## src/rtl/ep_buf_pkg.sv

```systemverilog
package ep_buf_pkg;
    localparam int NUM_EP   = 6;
    localparam int NUM_CH   = 2 * NUM_EP;
    localparam int TX_LSB   = 16;
    localparam int ADDR_W   = 12;
    localparam int DATA_W   = 32;
    localparam logic [ADDR_W-1:0] PRIME_OFF = 12'h1B0;
    localparam logic [ADDR_W-1:0] FLUSH_OFF = 12'h1B4;
    localparam logic [ADDR_W-1:0] READY_OFF = 12'h1B8;

    // channel vector: [NUM_EP-1:0] receive, [NUM_CH-1:NUM_EP] transmit
    typedef logic [NUM_CH-1:0] ch_vec_t;

    typedef struct packed {
        ch_vec_t prime;
        ch_vec_t flush;
        ch_vec_t ready;
        ch_vec_t reprime;
    } ep_state_t;

    function automatic ch_vec_t reg_to_ch(input logic [DATA_W-1:0] w);
        return {w[TX_LSB +: NUM_EP], w[0 +: NUM_EP]};
    endfunction

    function automatic logic [DATA_W-1:0] ch_to_reg(input ch_vec_t c);
        logic [DATA_W-1:0] r;
        r = '0;
        r[TX_LSB +: NUM_EP] = c[NUM_CH-1:NUM_EP];
        r[0 +: NUM_EP]      = c[NUM_EP-1:0];
        return r;
    endfunction
endpackage

```

## src/rtl/ep_reg_decode.sv

```systemverilog
module ep_reg_decode
    import ep_buf_pkg::*;
#(
    parameter int AW = ADDR_W,
    parameter int DW = DATA_W
) (
    input  logic          clk,
    input  logic          rst_n,
    input  logic          reg_wr,
    input  logic          reg_rd,
    input  logic [AW-1:0] reg_addr,
    input  logic [DW-1:0] reg_wdata,
    input  ch_vec_t       prime_view,
    input  ch_vec_t       flush_view,
    input  ch_vec_t       ready_view,
    output ch_vec_t       prime_set,
    output ch_vec_t       flush_set,
    output logic [DW-1:0] reg_rdata
);
    logic [DW-1:0] rdata_d, rdata_q;

    always_comb begin
        prime_set = '0;
        flush_set = '0;
        if (reg_wr && reg_addr == PRIME_OFF) prime_set = reg_to_ch(reg_wdata);
        if (reg_wr && reg_addr == FLUSH_OFF) flush_set = reg_to_ch(reg_wdata);
        rdata_d = '0;
        if (reg_rd) begin
            case (reg_addr)
                PRIME_OFF: rdata_d = ch_to_reg(prime_view);
                FLUSH_OFF: rdata_d = ch_to_reg(flush_view);
                READY_OFF: rdata_d = ch_to_reg(ready_view);
                default:   rdata_d = '0;
            endcase
        end
    end

    always_ff @(posedge clk or negedge rst_n) begin
        if (!rst_n) rdata_q <= '0;
        else        rdata_q <= rdata_d;
    end

    assign reg_rdata = rdata_q;

    // no read strobe, no data next cycle
    p_idle_rdata_zero_r12: assert property (@(posedge clk) disable iff (!rst_n)
        !reg_rd |=> (reg_rdata == '0));
endmodule

```

## src/rtl/ep_prime_arb.sv

```systemverilog
module ep_prime_arb
    import ep_buf_pkg::*;
#(
    parameter int EPS = NUM_EP
) (
    input  logic    clk,
    input  logic    rst_n,
    input  ch_vec_t pending,
    output ch_vec_t grant
);
    always_comb begin
        logic found;
        found = 1'b0;
        grant = '0;
        for (int n = 0; n < EPS; n++) begin
            if (!found && pending[EPS + n]) begin
                grant[EPS + n] = 1'b1;
                found = 1'b1;
            end
            if (!found && pending[n]) begin
                grant[n] = 1'b1;
                found = 1'b1;
            end
        end
    end

    p_grant_onehot_r4: assert property (@(posedge clk) disable iff (!rst_n)
        $onehot0(grant));
    p_grant_pending_r4: assert property (@(posedge clk) disable iff (!rst_n)
        (|pending) |-> ((grant & ~pending) == '0) && (grant != '0));
endmodule

```

## src/rtl/ep_ready_track.sv

```systemverilog
module ep_ready_track
    import ep_buf_pkg::*;
(
    input  logic    clk,
    input  logic    rst_n,
    input  logic    bus_reset,
    input  ch_vec_t prime_set,
    input  ch_vec_t flush_set,
    input  ch_vec_t grant,
    input  logic    prime_ack,
    input  ch_vec_t dma_busy,
    input  ch_vec_t dma_retire,
    input  ch_vec_t dma_reprime,
    output ch_vec_t prime_q,
    output ch_vec_t flush_q,
    output ch_vec_t ready_q
);
    ep_state_t st_d, st_q;
    ch_vec_t   ack_hit, flush_done;

    always_comb begin
        ack_hit    = grant & {NUM_CH{prime_ack}};
        flush_done = st_q.flush & ~dma_busy;
        st_d       = st_q;
        if (bus_reset) begin
            st_d = '0;
        end else begin
            st_d.prime   = (st_q.prime & ~ack_hit & ~flush_done) | prime_set;
            st_d.flush   = (st_q.flush & ~flush_done) | flush_set;
            st_d.reprime = dma_reprime & ~flush_done;
            st_d.ready   = (st_q.ready | ack_hit | st_q.reprime)
                           & ~dma_retire & ~dma_reprime & ~flush_done;
        end
    end

    always_ff @(posedge clk or negedge rst_n) begin
        if (!rst_n) st_q <= '0;
        else        st_q <= st_d;
    end

    assign prime_q = st_q.prime;
    assign flush_q = st_q.flush;
    assign ready_q = st_q.ready;

    // bus reset wipes everything
    p_bus_reset_clear_r11: assert property (@(posedge clk) disable iff (!rst_n)
        bus_reset |=> (prime_q == '0) && (flush_q == '0) && (ready_q == '0));
    // a ready bit rises only after an acknowledge or a re-prime
    p_ready_cause_r5: assert property (@(posedge clk) disable iff (!rst_n)
        (ready_q & ~$past(ready_q) & ~$past(ack_hit | st_q.reprime)) == '0);
    // a busy channel keeps its flush bit
    p_flush_hold_r7: assert property (@(posedge clk) disable iff (!rst_n)
        !bus_reset |=> (($past(flush_q & dma_busy) & ~flush_q) == '0));
    // finished flush leaves ready clear
    p_flush_clears_ready_r6: assert property (@(posedge clk) disable iff (!rst_n)
        (|flush_done) |=> (($past(flush_done) & ready_q) == '0));
    // re-prime drops ready for a cycle
    p_reprime_drop_r9: assert property (@(posedge clk) disable iff (!rst_n)
        (|dma_reprime) |=> (($past(dma_reprime) & ready_q) == '0));
endmodule

```

## src/rtl/ep_buffer_ctrl.sv

```systemverilog
module ep_buffer_ctrl
    import ep_buf_pkg::*;
#(
    parameter int AW = ADDR_W,
    parameter int DW = DATA_W
) (
    input  logic              clk,
    input  logic              rst_n,
    input  logic              bus_reset,
    input  logic              reg_wr,
    input  logic              reg_rd,
    input  logic [AW-1:0]     reg_addr,
    input  logic [DW-1:0]     reg_wdata,
    output logic [DW-1:0]     reg_rdata,
    output logic [NUM_CH-1:0] prime_sel,
    input  logic              prime_ack,
    input  logic [NUM_CH-1:0] dma_busy,
    input  logic [NUM_CH-1:0] dma_retire,
    input  logic [NUM_CH-1:0] dma_reprime
);
    ch_vec_t prime_set, flush_set, grant;
    ch_vec_t prime_q, flush_q, ready_q;

    ep_reg_decode #(.AW(AW), .DW(DW)) u_decode (
        .clk        (clk),
        .rst_n      (rst_n),
        .reg_wr     (reg_wr),
        .reg_rd     (reg_rd),
        .reg_addr   (reg_addr),
        .reg_wdata  (reg_wdata),
        .prime_view (prime_q),
        .flush_view (flush_q),
        .ready_view (ready_q),
        .prime_set  (prime_set),
        .flush_set  (flush_set),
        .reg_rdata  (reg_rdata)
    );

    ep_prime_arb #(.EPS(NUM_EP)) u_arb (
        .clk     (clk),
        .rst_n   (rst_n),
        .pending (prime_q),
        .grant   (grant)
    );

    ep_ready_track u_track (
        .clk         (clk),
        .rst_n       (rst_n),
        .bus_reset   (bus_reset),
        .prime_set   (prime_set),
        .flush_set   (flush_set),
        .grant       (grant),
        .prime_ack   (prime_ack),
        .dma_busy    (dma_busy),
        .dma_retire  (dma_retire),
        .dma_reprime (dma_reprime),
        .prime_q     (prime_q),
        .flush_q     (flush_q),
        .ready_q     (ready_q)
    );

    assign prime_sel = grant;
endmodule

```

## config.mk

```make
export PLATFORM = sky130hd
export DESIGN_NAME = ep_buffer_ctrl
export DESIGN_NICKNAME = d
export VERILOG_FILES = /design/src/rtl/ep_buf_pkg.sv /design/src/rtl/ep_reg_decode.sv /design/src/rtl/ep_prime_arb.sv /design/src/rtl/ep_ready_track.sv /design/src/rtl/ep_buffer_ctrl.sv
export SDC_FILE = /design/constraint.sdc
export NUM_CORES = 1
export LEC_CHECK = 0
export ABC_CLOCK_PERIOD_IN_PS = 1600
export CAP_MARGIN = 20
export CELL_PAD_IN_SITES_DETAIL_PLACEMENT = 0
export CELL_PAD_IN_SITES_GLOBAL_PLACEMENT = 1
export CORE_UTILIZATION = 49
export CTS_BUF_LIST = sky130_fd_sc_hd__clkbuf_4 sky130_fd_sc_hd__clkbuf_8
export DETAILED_ROUTE_END_ITERATION = 10
export DONT_BUFFER_PORTS = 1
export PLACE_DENSITY_LB_ADDON = 0.1
export SLEW_MARGIN = 25
export SYNTH_ARGS = -nofsm -noshare
export SYNTH_HDL_FRONTEND = slang
export SYNTH_SLANG_ARGS = --single-unit
```

## constraint.sdc

```tcl
create_clock -name clk -period 1.6 [get_ports clk]
set_input_delay 0.32 -clock clk [delete_from_list [all_inputs] [get_ports clk]]
set_output_delay 0.32 -clock clk [all_outputs]
set_load 0.05 [all_outputs]
```

=== Word level (Yosys, flattened, before mapping) ===
Cells that the tools add are included.

* Eq/ne operators: 3
* Muxes and demuxes: 27
* Bitwise gates (word level): 18
* Reductions and logical operators: 24

{| class="wikitable"
|+ Operators with widths
! kind !! count
|-
| AND 12 bit || 9
|-
| case mux 22 bit (3 select lines) || 1
|-
| inverter 12 bit || 5
|-
| 2-to-1 mux 48 bit || 1
|-
| OR 12 bit || 4
|-
| == test 12 x 9 -> 1 bit (second input constant) || 3
|-
| 2-to-1 mux 32 bit || 1
|-
| 2-to-1 mux 12 bit || 2
|-
| 2-to-1 mux 1 bit || 22
|-
| logical AND 1 bit || 13
|-
| logical NOT 1 bit || 11
|}

* Bits in registers: 80
* Input bits: 86
* Output and inout port bits: 44
* Word-level logic and storage cells: 77

=== Logic depth before layout (Yosys ltp) ===
* Word-level depth: 41
* Mapped depth: 5
* Depth with buffers taken out: 3

=== Hierarchy ===
From an unflattened synthesis, not the netlist that was laid out.

* Cells, all modules: 384
* Area total of the unflattened synthesis: 3,858.7 sq um

{| class="wikitable"
|+ Modules (own cells, without submodules)
! module !! instances !! cells each !! area each (sq um) !! seq. area each (sq um)
|-
| ep_ready_track || 1 || 224 || 2,548.7 || 1,201.2
|-
| ep_reg_decode || 1 || 139 || 1,111.1 || 300.3
|-
| ep_prime_arb || 1 || 21 || 198.9 || 0.0
|}

=== Least setup slack after synthesis ===
OpenSTA, ideal clock, no wires.

* Kind: register to output
* Start point: reg u_track.st_q (netlist bit u_track.prime_q[2])
* End point: out prime_sel[11]
* Arrival time: 1.709 ns
* Required time: 1.280 ns
* Setup slack: -0.429 ns
* Cell stages (with the launch flop): 5
* Buffers on the path: 1
* Cell sequence: dfrtp_1 -> buf_6 -> nor4_4 -> nand3_1 -> nor2b_1

* Longest elaborated chain between the ends: 17

{| class="wikitable"
|+ Ends and longest elaborated chain
! what !! line !! source
|-
| start: declaration || ep_ready_track.sv:18 || <nowiki>ep_state_t st_d, st_q;</nowiki>
|-
| start signal: assignment || ep_ready_track.sv:38 || <nowiki>else st_q <= st_d;</nowiki>
|-
| logical AND 1 bit * || ep_prime_arb.sv:20 || <nowiki>if (!found && pending[n]) begin</nowiki>
|-
| 2-to-1 mux 1 bit * || ep_prime_arb.sv:20 ||
|-
| logical NOT 1 bit || ep_prime_arb.sv:16 || <nowiki>if (!found && pending[EPS + n]) begin</nowiki>
|-
| logical AND 1 bit || ep_prime_arb.sv:16 ||
|-
| 2-to-1 mux 1 bit * || ep_prime_arb.sv:16 ||
|-
| logical NOT 1 bit || ep_prime_arb.sv:20 ||
|-
| logical AND 1 bit || ep_prime_arb.sv:20 ||
|-
| 2-to-1 mux 1 bit * || ep_prime_arb.sv:20 ||
|-
| logical NOT 1 bit || ep_prime_arb.sv:16 ||
|-
| logical AND 1 bit || ep_prime_arb.sv:16 ||
|-
| 2-to-1 mux 1 bit * || ep_prime_arb.sv:16 ||
|-
| logical NOT 1 bit || ep_prime_arb.sv:20 ||
|-
| logical AND 1 bit || ep_prime_arb.sv:20 ||
|-
| 2-to-1 mux 1 bit * || ep_prime_arb.sv:20 ||
|-
| logical NOT 1 bit * || ep_prime_arb.sv:16 ||
|-
| logical AND 1 bit * || ep_prime_arb.sv:16 ||
|-
| 2-to-1 mux 1 bit * || ep_prime_arb.sv:16 ||
|-
| end: declaration || ep_buffer_ctrl.sv:15 || <nowiki>output logic [NUM_CH-1:0] prime_sel,</nowiki>
|}

Mark *: on every way between the ends. The rest lies on a longest branch, timed or not.

=== Worst setup path in the final report ===
* Start point: reg u_track.st_q (netlist bit u_track.prime_q[7])
* End point: out prime_sel[4]

* Longest elaborated chain between the ends: 23

{| class="wikitable"
|+ Ends and longest elaborated chain
! what !! line
|-
| logical AND 1 bit * || ep_prime_arb.sv:16
|-
| 2-to-1 mux 1 bit * || ep_prime_arb.sv:16
|-
| logical NOT 1 bit || ep_prime_arb.sv:20
|-
| logical AND 1 bit || ep_prime_arb.sv:20
|-
| 2-to-1 mux 1 bit * || ep_prime_arb.sv:20
|-
| logical NOT 1 bit || ep_prime_arb.sv:16
|-
| logical AND 1 bit || ep_prime_arb.sv:16
|-
| 2-to-1 mux 1 bit * || ep_prime_arb.sv:16
|-
| [7 not listed] || -
|-
| logical AND 1 bit || ep_prime_arb.sv:20
|-
| 2-to-1 mux 1 bit * || ep_prime_arb.sv:20
|-
| logical NOT 1 bit || ep_prime_arb.sv:16
|-
| logical AND 1 bit || ep_prime_arb.sv:16
|-
| 2-to-1 mux 1 bit * || ep_prime_arb.sv:16
|-
| logical NOT 1 bit * || ep_prime_arb.sv:20
|-
| logical AND 1 bit * || ep_prime_arb.sv:20
|-
| 2-to-1 mux 1 bit * || ep_prime_arb.sv:20
|}

Marked as above.

==> summary.md <==
| Metric | Value |
|---|---|
| Ys async rst share | 100.0% |
| Die width | between 80 and 90 µm |
| Mapped Avg Cell Area | between 10 and 15 µm² |
| Min-delay worst type | in2async |
| Maximum vdd drop | slightly below 0.0009 V |
| Cells along the critical path | nor4_4 > buf_6 > and2_4 > and3_4 |
| I/O Buffers | 0 |
| Post-synth top cells | dfrtp_1 (60), inv_1 (24), buf_4 (21) |
| Sequential share of power | 51.8% |
| Core area | between 6000 and 7000 µm² |
| Clock Pin Slew Worst Setup and Hold Paths | 0.06 ns |
| Unrepaired setup endpoints after global routing | yes |
| Lkg Pwr | ~1.7 nW |
| Syn Inst Count | around 290 |
| 1st-iter DRT viols | 100 |
| Drc violations | 0 |
| Share of cells above drive strength 1 | between 20% and 30% |
| Die H | just over 80 µm |
| Crit Path Category | reg2out |
| CTS max path bufs | 2 |
| Crit path time final | 1.927 ns |
| Internal power | around 2.3 mW |
| Final nets | 404 |
| Root Buffer Master | clkbuf_8 |
| Max Slew Vio Count | 0 |
| Initial DRT Pass Iterations | 4 |
| Max Freq | 0.5188 GHz |
| EDFF count, synth | 0 |
| Combinational power share | around 7.2% |
| GRT Overall Usage | 23.37% |
| Ant. Diodes | 0 |
| CTS sink count | 60 |
| Critical Path Max Stage Delay | 0.40 ns |
| Worst EP required | roughly 1.3 ns |
| GRT Residual Overflow | 0 |
| Slowest-stage cell, CP | dfrtp_1 |
| Synthesized flop and latch total | 60 |
| Wire per inst | 18.26 µm |
| Hold Slack | -0.3278 ns |
| Pwr Density | 838.4 nW/µm² |
| RD Place Congestion | about 0.72 |
| Sw Ratio | 23.92% |
| Sequential share of the synthesized area | around half |
| Routed WL | approximately 7.3 mm |
| Crit path max fanout | 5 |
| Initial cell density of the core | 51.47% |
| Synth top area share | roughly half |
| Post-Syn Area | around 3100 µm² |
| Setup WS pre-CTS | -0.04457 ns |
| Leading area contributor after synthesis | dfrtp_1 |
| Part of the cycle the worst path needs | 120.5% |
| Final Core Density | approximately three fifths |
| Worst skew pair latency | roughly 0.34 ns |
| Count of final setup violators | 11 |
| Clk_skew | roughly 0.0037 ns |
| Failing checks | hold timing, setup timing |
| Worst flop-to-flop path startpoint | u_track.prime_q[7] |
| Setup slack after layout | -0.3274 ns |
| Layout Area Growth over Synthesis | 14.84% |
| Initial antenna violation count | 0 |
| H-Tree Depth | 3 |
| Die area | about 6700 µm² |
| HPWL after detailed placement | 4.918 mm |
| Count leader, synth | dfrtp_1 |
| Clock power share | 41.0% |
| Worst EP arrival | ~1.6 ns |
| Setup crit end kind | primary output |
| Via Count | 2275 |
| Post-synthesis cell type count | 43 |
| # rows | 28 |
| Psw | roughly 710 µW |
| I/O pin cnt | 130 |
| Fillers | between 500 and 600 |
| Crit path from | u_track.prime_q[7] |
| Number of global-route vias before repair | about 2300 |
| Top_reg_cell synth | dfrtp_1 |
| CTS buffer count | 9 |
| DRT antenna net count | 0 |
| CP Launch Type | register |
| Ys Warns | 0 |
| Largest net degree at the start of global routing | between 60 and 70 |
| Status | finished, violations left |
| Clock tree from TritonCTS | yes |
| First-pass GRT wire length | about 11 mm |
| Vias per cell | between 5 and 6 |
| Final hold vios | 60 |
| Synth top area cells | dfrtp_1 (48%), buf_4 (5.1%), mux2i_1 (3.9%) |
| Max cap viols | 0 |
==> power groups by stage <==
stage / Clock, mW / Sequential [mW] / Combinational, mW
2_1_floorplan: 0 / 1.57 / 0.256
3_3_place_gp: 0 / 1.57 / 0.212
3_5_place_dp: 0 / 1.57 / 0.214
4_1_cts: 1.26 / 1.55 / 0.215
5_1_grt: 1.32 / 1.55 / 0.231
6_report: 1.22 / 1.55 / 0.216
==> critical path, delay by kind of cell, from the launching register on <==
kind,cells,cell delay (ns)
buffers and inverters,1,0.16
and+or+nand+nor,3,0.72
DFF,1,0.40
==> cell families (layout without fill, tap and decap cells) <==
group                  Yosys count  after routing  synth area share (%)
AND/OR/NAND/NOR                101            101                 21.42
flip-flops                      60             60                 48.41
buffers and inverters           60             71                 11.86
AO/OA/AOI/OAI                   58             58                 14.32
multiplexers                    12             12                 3.873
other                            1             20                0.1209
==> layer usage <==
| layer | share of wire [%] | global-route usage, % | vias up |
|---|---|---|---|
| met1 | 41 | 27.54 | 1119 |
| met3 | 7.4 | 9.444 | 11 |
| li1 | - | - | 1061 |
| met2 | 50 | 38.17 | 84 |
| met5 | 0 | 0 | - |
| met4 | 1.3 | 8.571 | 0 |
==> state kept, by name, indices dropped and copies added (netlist names) <==
name                count
u_track.st_q           12
u_decode.reg_rdata     12
u_track.prime_q        12
u_track.ready_q        12
u_track.flush_q        12
==> cells in the final DEF (no fill, tap or decap), drive strengths merged, types with 3 or more instances in the layout <==
cell type / netlist / routed
a211oi: 3 / 3
a21oi: 12 / 12
a2bb2oi: 12 / 12
a311oi: 4 / 4
a32o: 10 / 10
and2: 14 / 14
and3: 5 / 5
buf: 30 / 32
clkbuf: 6 / 13
conb: 1 / 20
dfrtp: 60 / 60
inv: 24 / 24
mux2i: 12 / 12
nand2: 14 / 14
nand3: 6 / 6
nand4: 4 / 4
nor2: 17 / 17
nor2b: 10 / 10
nor3b: 6 / 6
nor4b: 11 / 11
o22ai: 12 / 12
==> timing repair <==
| action | 4_1_cts | 5_1_grt |
|---|---|---|
| gates resized for setup | 13 | 2 |
| setup endpoints to repair | 11 | 14 |
| hold endpoints to repair | 60 | 60 |
| setup buffers | 11 | 4 |
| pin swaps | 6 | 5 |
==> final timing paths <==
check	to	slack, ns	depth (start not counted)
setup reg to reg	u_track.ready_q[4]	0.10	6
setup / recovery	prime_sel[4]	-0.33	4
min in group clk	u_track.ready_q[4]	0.04	1
max in group asynchronous	u_track.prime_q[9]	1.82	0
hold reg to reg	u_track.ready_q[3]	0.51	1
hold / removal	u_track.st_q[5]	-0.33	0
==> final cells by class <==
type	count	area, µm²	area share (%)
Timing Repair Buffer	32	312.8	8.781
Multi-Input combinational cell	191	1386	38.92
Clock inverter	2	10.01	0.2810
Sequential cell	60	1503	42.18
Tap cell	75	93.84	2.634
Inverter	24	90.09	2.529
Clock buffer	13	166.4	4.672
==> per-stage QoR <==
step / std cells / TNS [ns] / cell area (µm²) / power (mW)
6_report: 397 / -2.632 / 3562 / 2.987
3_5_place_dp: 375 / -0.1457 / 3277 / 1.788
4_1_cts: 399 / -2.902 / 3577 / 3.017
2_1_floorplan: 311 / -0.1915 / 3223 / 1.828
5_1_grt: 397 / -3.560 / 3562 / 3.098
3_3_place_gp: 375 / -0.1434 / 3277 / 1.785
Power figures use the tool's default switching activity.
